**config.mk**
```make
export PLATFORM = sky130hd
export DESIGN_NAME = par_xcvr
export DESIGN_NICKNAME = d
export VERILOG_FILES = /design/src/rtl/par_xcvr_pkg.sv /design/src/rtl/par_ctrl_decode.sv /design/src/rtl/par_route_path.sv /design/src/rtl/par_err_flag.sv /design/src/rtl/par_xcvr.sv
export SDC_FILE = /design/constraint.sdc
export NUM_CORES = 1
export LEC_CHECK = 0
export BUFFER_PORTS_ARGS = -buffer_cell sky130_fd_sc_hd__buf_4
export CAP_MARGIN = 15
export CORE_MARGIN = 3
export CORE_UTILIZATION = 28
export CTS_CLUSTER_SIZE = 30
export DETAILED_ROUTE_END_ITERATION = 8
export GPL_TIMING_DRIVEN = 0
export PLACE_DENSITY = 0.81
export SYNTH_ARGS = -nofsm -noshare
export SYNTH_HDL_FRONTEND = slang
export SYNTH_SLANG_ARGS = --single-unit
```
**constraint.sdc**
```tcl
create_clock -name clk -period 1.9 [get_ports clk]
set_input_delay 0.38 -clock clk [delete_from_list [all_inputs] [get_ports clk]]
set_output_delay 0.38 -clock clk [all_outputs]
set_load 0.02 [all_outputs]
```
**src/rtl/par_xcvr_pkg.sv**
```systemverilog
`timescale 1ns/1ps
package par_xcvr_pkg;
    typedef enum logic [1:0] {
        MODE_A2B,
        MODE_B2A,
        MODE_DIAG,
        MODE_ISOLATE
    } route_e;

    typedef enum logic [1:0] {
        OP_PASS,
        OP_SAMPLE,
        OP_CLEAR,
        OP_STORE
    } flag_op_e;

    typedef enum logic {
        FLAG_CLEAN,
        FLAG_TRIPPED
    } flag_state_e;
endpackage

```
**src/rtl/par_ctrl_decode.sv**
```systemverilog
`timescale 1ns/1ps
module par_ctrl_decode
    import par_xcvr_pkg::*;
(
    input  logic     oea_n,
    input  logic     oeb_n,
    input  logic     en_n,
    input  logic     clr_n,
    output route_e   route,
    output flag_op_e op
);
    always_comb begin
        unique case ({oea_n, oeb_n})
            2'b10:   route = MODE_A2B;
            2'b01:   route = MODE_B2A;
            2'b00:   route = MODE_DIAG;
            default: route = MODE_ISOLATE;
        endcase
    end

    always_comb begin
        unique case ({en_n, clr_n})
            2'b00:   op = OP_PASS;
            2'b01:   op = OP_SAMPLE;
            2'b10:   op = OP_CLEAR;
            default: op = OP_STORE;
        endcase
    end
endmodule

```
**src/rtl/par_route_path.sv**
```systemverilog
`timescale 1ns/1ps
module par_route_path
    import par_xcvr_pkg::*;
#(
    parameter int WIDTH = 8
) (
    input  logic             clk,
    input  logic             rst_n,
    input  route_e           route,
    input  logic [WIDTH-1:0] a_in,
    input  logic [WIDTH-1:0] b_in,
    input  logic             par_in,
    output logic [WIDTH-1:0] a_out,
    output logic [WIDTH-1:0] a_oe,
    output logic [WIDTH-1:0] b_out,
    output logic [WIDTH-1:0] b_oe,
    output logic             par_out,
    output logic             par_oe,
    output logic             chk_ok
);
    logic             a_odd;
    logic [WIDTH-1:0] b_seen;
    logic             par_seen;

    assign a_odd = ^a_in;

    always_comb begin
        a_out   = '0;
        a_oe    = '0;
        b_out   = '0;
        b_oe    = '0;
        par_out = 1'b0;
        par_oe  = 1'b0;
        unique case (route)
            MODE_A2B: begin
                b_out   = a_in;
                b_oe    = '1;
                par_out = ~a_odd;
                par_oe  = 1'b1;
            end
            MODE_B2A: begin
                a_out = b_in;
                a_oe  = '1;
            end
            MODE_DIAG: begin
                b_out   = a_in;
                b_oe    = '1;
                par_out = a_odd;
                par_oe  = 1'b1;
            end
            MODE_ISOLATE: begin
            end
        endcase
    end

    // The checker sees whatever is on the pins: own drive or far side.
    for (genvar i = 0; i < WIDTH; i++) begin : g_seen
        assign b_seen[i] = b_oe[i] ? b_out[i] : b_in[i];
    end
    assign par_seen = par_oe ? par_out : par_in;

    assign chk_ok = (route == MODE_ISOLATE) ? a_odd : ^{b_seen, par_seen};

    p_a2b_odd_r1: assert property (@(posedge clk) disable iff (!rst_n)
        (route == MODE_A2B) |-> ((^{b_out, par_out}) == 1'b1) && (&b_oe) && par_oe);
    p_b2a_dir_r2: assert property (@(posedge clk) disable iff (!rst_n)
        (route == MODE_B2A) |-> (&a_oe) && !par_oe && (b_oe == '0));
    p_diag_fail_r3: assert property (@(posedge clk) disable iff (!rst_n)
        (route == MODE_DIAG) |-> !chk_ok);
    p_isolate_r4: assert property (@(posedge clk) disable iff (!rst_n)
        (route == MODE_ISOLATE) |-> (a_oe == '0) && (b_oe == '0) && !par_oe);
    p_a2b_pass_r5: assert property (@(posedge clk) disable iff (!rst_n)
        (route == MODE_A2B) |-> chk_ok);
endmodule

```
**src/rtl/par_err_flag.sv**
```systemverilog
`timescale 1ns/1ps
module par_err_flag
    import par_xcvr_pkg::*;
(
    input  logic     clk,
    input  logic     rst_n,
    input  flag_op_e op,
    input  logic     chk_ok,
    output logic     err_pull
);
    flag_state_e state;
    flag_state_e nxt;

    always_ff @(posedge clk) begin
        if (!rst_n) state <= FLAG_CLEAN;
        else        state <= nxt;
    end

    always_comb begin
        nxt = state;
        unique case (op)
            OP_PASS:   nxt = chk_ok ? FLAG_CLEAN : FLAG_TRIPPED;
            OP_SAMPLE: nxt = (state == FLAG_CLEAN && chk_ok) ? FLAG_CLEAN : FLAG_TRIPPED;
            OP_CLEAR:  nxt = FLAG_CLEAN;
            OP_STORE:  nxt = state;
        endcase
        err_pull = (nxt == FLAG_TRIPPED);
    end

    p_pass_follow_r6: assert property (@(posedge clk) disable iff (!rst_n)
        (op == OP_PASS) |-> (err_pull != chk_ok));
    p_sample_sticky_r7: assert property (@(posedge clk) disable iff (!rst_n)
        ($past(rst_n) && op == OP_SAMPLE && $past(op) == OP_SAMPLE && $past(err_pull)) |-> err_pull);
    p_clear_release_r8: assert property (@(posedge clk) disable iff (!rst_n)
        ($past(rst_n) && $past(op) == OP_CLEAR && op == OP_STORE) |-> !err_pull);
    p_store_hold_r9: assert property (@(posedge clk) disable iff (!rst_n)
        ($past(rst_n) && op == OP_STORE) |-> $stable(err_pull));
endmodule

```
**src/rtl/par_xcvr.sv**
```systemverilog
`timescale 1ns/1ps
module par_xcvr
    import par_xcvr_pkg::*;
#(
    parameter int WIDTH = 8
) (
    input  logic             clk,
    input  logic             rst_n,
    input  logic             oea_n,
    input  logic             oeb_n,
    input  logic             en_n,
    input  logic             clr_n,
    input  logic [WIDTH-1:0] a_in,
    output logic [WIDTH-1:0] a_out,
    output logic [WIDTH-1:0] a_oe,
    input  logic [WIDTH-1:0] b_in,
    output logic [WIDTH-1:0] b_out,
    output logic [WIDTH-1:0] b_oe,
    input  logic             par_in,
    output logic             par_out,
    output logic             par_oe,
    output logic             err_pull
);
    route_e   route;
    flag_op_e op;
    logic     chk_ok;

    par_ctrl_decode u_dec (
        .oea_n (oea_n),
        .oeb_n (oeb_n),
        .en_n  (en_n),
        .clr_n (clr_n),
        .route (route),
        .op    (op)
    );

    par_route_path #(.WIDTH(WIDTH)) u_path (
        .clk     (clk),
        .rst_n   (rst_n),
        .route   (route),
        .a_in    (a_in),
        .b_in    (b_in),
        .par_in  (par_in),
        .a_out   (a_out),
        .a_oe    (a_oe),
        .b_out   (b_out),
        .b_oe    (b_oe),
        .par_out (par_out),
        .par_oe  (par_oe),
        .chk_ok  (chk_ok)
    );

    par_err_flag u_flag (
        .clk      (clk),
        .rst_n    (rst_n),
        .op       (op),
        .chk_ok   (chk_ok),
        .err_pull (err_pull)
    );

    p_no_contention_r11: assert property (@(posedge clk) disable iff (!rst_n)
        !((|a_oe) && (|b_oe)) && (!par_oe || (&b_oe)));
    p_reset_clean_r10: assert property (@(posedge clk) disable iff (!rst_n)
        (!$past(rst_n) && en_n && clr_n) |-> !err_pull);
endmodule

```
---- Word level (Yosys, flattened, before mapping) ----
Cells that the tools add are included.
cells by class
  bitwise logic cells ..................... 2
  muxes and demuxes ....................... 21
  equal/unequal tests ..................... 10
  reductions and logical operators ........ 8
operators with widths
  kind                                                              count
  8-bit two-way mux                                                 4
  1-bit two-way mux                                                 13
  2-bit == test (second input constant)                             6
  2-bit one-hot mux with 3 select lines                             2
  9-bit XOR reduction                                               1
  2-bit by 1-bit == test with 1-bit output (second input constant)  4
  2-bit zero test                                                   4
  8-bit XOR reduction                                               1
  1-bit one-hot mux with 4 select lines                             1
  1-bit inverter                                                    2
  1-bit one-hot mux with 2 select lines                             1
  2-bit OR reduction                                                1
  1-bit logical AND                                                 1
storage, ports and cells
  register bits after elaboration ......... 1
  output and inout port bits .............. 35
  input bits .............................. 23
  word-level logic and storage cells ...... 42

---- Logic depth before layout (Yosys ltp) ----
Gate-level depths: netlist of the first run.
  word-level depth ........................ 11
  mapped depth ............................ 5
  mapped depth without buffers ............ 5

---- Hierarchy ----
Synthesis of the first run repeated with hierarchy kept, for this count alone.
unflattened totals
  cell total of the unflattened synthesis .. 61
  area total of the unflattened synthesis .. 503.0 um2
by module, submodules not included
  module           instances  seq. area each (um2)  cells an instance  area each (um2)
  par_route_path   1          0.0                   52                 419.2
  par_ctrl_decode  1          0.0                   6                  42.5
  par_err_flag     1          20.0                  3                  41.3

---- Least setup slack after synthesis of the first run ----
OpenSTA, ideal clock, no wires.
  path type ............................... input -> output
  start ................................... input port a_in[7]
  end ..................................... output port err_pull
  data required time ...................... 1.520 ns
  arrival time ............................ 1.525 ns
  cell stages on the path ................. 5
  setup slack ............................. -0.005 ns
  path buffers ............................ 0
  cell sequence ........................... xor2_1 -> xnor2_1 -> xnor2_1 -> o311a_1 -> a31oi_1
on the way
  cells in the longest elaborated chain, start to end .. 9
  elaborated cells between the ends (all ways) .. 12
  classes of those cells .................. mux: 8; bitwise: 1; reduce/logical: 3
ends and longest elaborated chain
  what                                     line                  text
  from (decl)                              par_xcvr.sv:13        input logic [WIDTH-1:0] a_in,
  8-bit XOR reduction                      par_route_path.sv:25  assign a_odd = ^a_in;
  1-bit inverter                           par_route_path.sv:38  par_out = ~a_odd;
  1-bit one-hot mux with 2 select lines    par_route_path.sv:34  unique case (route)
  1-bit two-way mux                        par_route_path.sv:60  assign par_seen = par_oe ? par_out : par_in;
  9-bit XOR reduction                      par_route_path.sv:62  assign chk_ok = (route == MODE_ISOLATE) ? a_odd : ^{b_seen, par_seen};
  1-bit two-way mux *                      par_route_path.sv:62
  1-bit logical AND                        par_err_flag.sv:23    OP_SAMPLE: nxt = (state == FLAG_CLEAN && chk_ok) ? FLAG_CLEAN : FLAG_TRIPPED;
  1-bit two-way mux                        par_err_flag.sv:23
  1-bit one-hot mux with 4 select lines *  par_err_flag.sv:21    unique case (op)
  to (decl)                                par_xcvr.sv:22        output logic err_pull
Every way passes the cells marked *; elsewhere a longest branch is shown, timed or not.

---- Worst setup path in the final report of the first run ----
  start ................................... input port a_in[6]
  end ..................................... output port err_pull
Same word-level chain as after synthesis.

==> results.cfg, run 1 <==
[clock_network]
clk_latency_ns = 0
path_clk_slew_ns = 0
holdBufCountCts = 0

[sta]
drv_slew = 0
skew_ns = 0
max_slew_margin_pct = 81.00
fmax_mhz = 506.9
layout_min_cycle_time_ns = 1.973
finalHoldViolations = 0
finalSetupViolations = 2
worst_slew_pin_slew_ns = 0.2830
fin_setup_tns_ns = -0.1417
min_period_over_period_pct = 103.8
layout_setup_ws_ns = -0.07290
rsz0062_at_grt = yes

[power]
switchingPower_uw = 169.9
clockPowerShare_pct = 0
p_int_uw = 234.9
combPwrFrac_pct = 93.9
fin_total_pwr_uw = 404.8
swShare_pct = 41.97
p_leak_uw = 0.0005267
peakVddDrop_mv = 0.2015
power_frac_seq_pct = 6.1
p_per_area_nw_per_um2 = 406.9

[global_routing]
grt_use_total_pct = 12.68
gr-total-overflow = 0
grt_max_degree = 18
antenna_found_initial = 0
grt_pass1_vias = 535
grt_pass1_wl_um = 2035

[routing]
drt-vias-per-instance = 4.134
drt-initial-drc-count = 1
num_vias = 554
totalWireLength_um = 1458
drc = 0
post_drt_wl_per_cell_um = 10.88
drtPass1Iterations = 2
ant_nets = 0

[setup_path]
endpoint_kind = primary output
crit_chain = buf_6 > xor2_2 > xnor2_2 > xnor2_1 > o311a_1 > a31oi_2 > buf_4
crit_family = XOR/XNOR gates
cp-start-kind = input pin
crit_slowest_cell = o311a_1
max_stage_delay_ns = 0.32
critical_path_arrival_ns = 1.59
crit_path_max_fanout = 2
worstPathRequired_ns = 1.52
worstSetupPathType = in -> out
path_buf_inv = 2

[placed_design]
dpl_cell_area_sq_um = 885.9
numPortBuffers = 57
place_ws_ns = -0.1737
gp_congestion = 0.6284
place_hpwl_um = 1180

[finish]
regArea_sq_um = 20.02
final_area_sq_um = 994.7
area_growth_pct = 129.8
multi_input_area_sq_um = 351.6
drive_gt1_share_pct = 73.11
largest_reg_flops = 1
final_core_util_pct = 71.95
reg_top3 = u_flag.state: 1 flops
mostFrequentLayoutCells = buf_4, xnor2_1, nor2b_1, and2_1, buf_6
fillers = 115
top_register = u_flag.state
diodes = 0
layout_commonest_cell = buf_4
nets = 144

[floorplanning]
ios = 58
initial_core_util_pct = 31.31
chipHeight_um = 45.32
fp-row-count = 13
core_area_sq_um = 1383
fp.dieW_um = 45.32
dieArea_sq_um = 2054

[worst_hold_path]
hold_class = reg -> reg

[synthesis]
ys_types = 15
synth.avg_cell_area_sq_um = 7.464
synth-seq-cells = 1
syn_inst = 58
yosysSeqAreaShare_pct = 4.624
yosysWarnings = 0
syn-num-nets = 81
syn-cell-area_sq_um = 432.9

[outcome]
status = complete, but fails checks
violations = setup timing

[run]
max-cap-violations = 0
[cells by family (layout without fill, tap and decap cells)]
| group | after synthesis | after routing | synth area share, % |
|---|---|---|---|
| compound gates | 3 | 3 | 7.225 |
| buf+inv | 18 | 79 | 28.61 |
| simple gates | 20 | 20 | 27.17 |
| flops | 1 | 1 | 4.624 |
| xor+xnor | 16 | 16 | 32.37 |
[final cells by class]
class | instances | share of cell area (%)
Inverter | 2 | 0.7547
Multi-Input combinational cell | 39 | 35.35
Tap cell | 15 | 1.887
Timing Repair Buffer | 61 | 47.92
Buffer | 16 | 12.08
Sequential cell | 1 | 2.013
[power by group through the flow]
| stage | Clock (uW) | Sequential [uW] | Combinational (uW) |
|---|---|---|---|
| floorplan | 0 | 24.6 | 189 |
| global placement | 0 | 24.7 | 307 |
| detailed placement | 0 | 24.6 | 313 |
| CTS | 0 | 24.6 | 357 |
| global route | 0 | 25.0 | 404 |
| finish | 0 | 24.7 | 380 |
[tightest hold or removal path: stages (launching register included)]
cell and delay [ns]:
dfxtp_1 0.27, nand2_1 0.13, a311oi_2 0.11
[metrics by stage]
step / std cells / hold WS (ns)
detailed placement: 130 / 0.5619
global route: 134 / 0.5924
CTS: 133 / 0.5619
finish: 134 / 0.5619
floorplan: 58 / 0.5075
global placement: 130 / 0.5490
[cells in the mapped netlist]
cell type	n	area share [%]
nand2_1	1	0.87
xnor2_1	15	30
nor2b_1	8	12
inv_1	1	0.87
buf_4	15	26
xor2_1	1	2.0
or2_2	1	1.4
dfxtp_1	1	4.6
and2_1	8	12
inv_2	1	0.87
a311oi_2	1	3.5
clkbuf_1	1	0.87
nor2_1	2	1.7
a31oi_1	1	1.4
o311a_1	1	2.3
[path summary, 6_finish.rpt]
path	from	endpoint	slack, ns	depth (start not counted)
worst max-delay path	a_in[6]	err_pull	-0.07	7
worst min-delay path	u_flag.state	u_flag.state	0.56	2
worst max register to register	u_flag.state	u_flag.state	0.78	5
worst min register to register	u_flag.state	u_flag.state	0.56	2
[routing by layer]
layer	GRT usage [%]	up-vias	wire (um)
li1	-	286	-
met1	12.41	238	478
met2	27.68	30	816
met3	2.390	0	163
met4	0	0	0
met5	0	-	0
[what timing repair did]
item,CTS,global route
gates resized for setup,10,5
pin swaps,7,4
buffers inserted,3,1
endpoints found under the setup margin,17,17
Power figures use the tool's default switching activity.
==> run 2: changes to the inputs <==
--- a/config.mk
+++ b/config.mk
@@ -5,13 +5,14 @@
 export SDC_FILE = /design/constraint.sdc
 export NUM_CORES = 1
 export LEC_CHECK = 0
-export BUFFER_PORTS_ARGS = -buffer_cell sky130_fd_sc_hd__buf_4
+export BUFFER_PORTS_ARGS = -buffer_cell sky130_fd_sc_hd__clkbuf_2
 export CAP_MARGIN = 15
 export CORE_MARGIN = 3
 export CORE_UTILIZATION = 28
 export CTS_CLUSTER_SIZE = 30
 export DETAILED_ROUTE_END_ITERATION = 8
 export GPL_TIMING_DRIVEN = 0
+export MAX_ROUTING_LAYER = met4
 export PLACE_DENSITY = 0.81
 export SYNTH_ARGS = -nofsm -noshare
 export SYNTH_HDL_FRONTEND = slang
==> results.cfg, run 2 (same netlist as run 1, synthesis figures left out) <==
[setup_path]
critical_path_arrival_ns = 1.62
worstSetupPathType = in -> out
reg2reg_depth = 3
endpoint = err_pull
worstPathRequired_ns = 1.52
timing.rr.end = u_flag.state
cp-start-kind = input pin
startpoint = a_in[5]
crit_path_max_fanout = 2
r2r_start = u_flag.state
endpoint_kind = primary output
reg2reg_slack_ns = 1.02
critPathMostFrequentCell = xnor2_1
crit_slowest_cell = o311a_1
crit_chain = clkbuf_2 > xnor2_2 > xnor2_1 > xnor2_1 > o311a_1 > a31oi_2 > clkbuf_8
max_stage_delay_ns = 0.33

[placed_design]
numPortBuffers = 57
place_hpwl_um = 1088
dpl.cell_count = 130
gp_congestion = 0.6230

[routing]
drtPass1Iterations = 4
drc = 0
ant_nets = 0
drt-initial-drc-count = 3
drt-vias-per-instance = 4.122
post_drt_wl_per_cell_um = 10.24
num_vias = 540
totalWireLength_um = 1341

[outcome]
violations = setup timing
status = complete, but fails checks

[power]
p_leak_uw = 0.0004685
peakVddDrop_mv = 0.2247
p_per_area_nw_per_um2 = 417.3

[sta]
rsz0062_at_grt = yes
max_slew_margin_pct = 82.12
finalHoldViolations = 0
fin_setup_tns_ns = -0.09929
layout_setup_ws_ns = -0.09929
finalSetupViolations = 1
layout_min_cycle_time_ns = 1.999
min_period_over_period_pct = 105.2
skew_ns = 0
worst_slew_pin_slew_ns = 0.2663
drv_slew = 0
fmax_mhz = 500.2

[finish]
finalNonFillerCells = 131
multi_input_area_sq_um = 332.8
nets = 141
mostFrequentLayoutCells = clkbuf_2, buf_4, xnor2_1
regArea_sq_um = 20.02
drive_gt1_share_pct = 71.55
fillers = 118
reg_top3 = u_flag.state: 1 flops
diodes = 0
area_growth_pct = 89.31
largest_reg_flops = 1
layout_commonest_cell = clkbuf_2
top_register = u_flag.state

[floorplanning]
fp-row-count = 13
ios = 58
initial_core_util_pct = 31.31
chipHeight_um = 45.32
dieArea_sq_um = 2054
fp.dieW_um = 45.32
core_area_sq_um = 1383

[global_routing]
antenna_found_initial = 0
grt_use_total_pct = 12.09
grt_max_degree = 18
gr-total-overflow = 0
grt_pass1_vias = 499
grt_pass1_wl_um = 1890

[worst_hold_path]
hold_class = reg -> reg

[run]
max-cap-violations = 0

[clock_network]
clk_latency_ns = 0
path_clk_slew_ns = 0
[run 2: cell count changes in the layout (fill, tap and decap cells not counted), sizes merged]
cell and delta:
buf -56, clkbuf +53
[run 2: through the flow]
step	instance area (sq um)	worst slack (ns)	utilization, %	hold WS, ns	total power (uW)
after floorplan	439.2	0.05225	-	0.5075	214.1
after global placement	743.2	-0.1484	53.76	0.5517	290.8
after detailed placement	743.2	-0.2322	53.76	0.5540	296.5
after CTS	770.7	-0.08889	55.75	0.5566	319.7
after global routing	819.5	-0.1636	59.28	0.6107	365.8
final	819.5	-0.09929	59.28	0.5572	342.0
[run 2: how the worst min path moves through the flow]
stage	end	from	cells past startpoint	slack, ns
2_1_floorplan	u_flag.state	rst_n	2	0.51
3_3_place_gp	u_flag.state	u_flag.state	2	0.55
3_5_place_dp	u_flag.state	u_flag.state	2	0.55
4_1_cts	u_flag.state	u_flag.state	2	0.56
5_1_grt	u_flag.state	u_flag.state	2	0.61
6_report	u_flag.state	u_flag.state	2	0.56
[run 2: power breakdown]
group | internal (uW) | leakage (uW) | total [uW] | switching (uW)
Combinational | 159 | 0.000460 | 317 | 158
Clock | 0 | 0 | 0 | 0
Sequential | 24.1 | 0.00000827 | 24.7 | 0.553
Total | 183 | 0.000468 | 342 | 159
[run 2: what timing repair did]
action / in CTS / in global routing
hold endpoints to repair: 0 / 0
setup endpoints to repair: 17 / 17
hold buffers: 0 / 0
pin swaps: 2 / 1
setup buffers: 1 / 1
resized for setup: 5 / 14
[run 2: final cells by class]
class | count | area share (%)
Multi-Input combinational cell | 39 | 40.61
Tap cell | 15 | 2.290
Inverter | 2 | 0.9160
Timing Repair Buffer | 58 | 38.63
Buffer | 16 | 15.11
Sequential cell | 1 | 2.443
[run 2: per-layer routing]
layer	wire length (um)	vias up	global-route usage, %
met5	0	-	-
met4	0	0	0.5848
met3	117	0	0.7968
met2	736	30	24.86
met1	487	230	12.77
li1	-	280	-
[run 2: critical path, delay by kind of cell]
family	cells	cell delay [ns]
AOI/OAI and AO/OA	2	0.50
xor gates and xnor gates	3	0.44
buffers and inverters	2	0.28
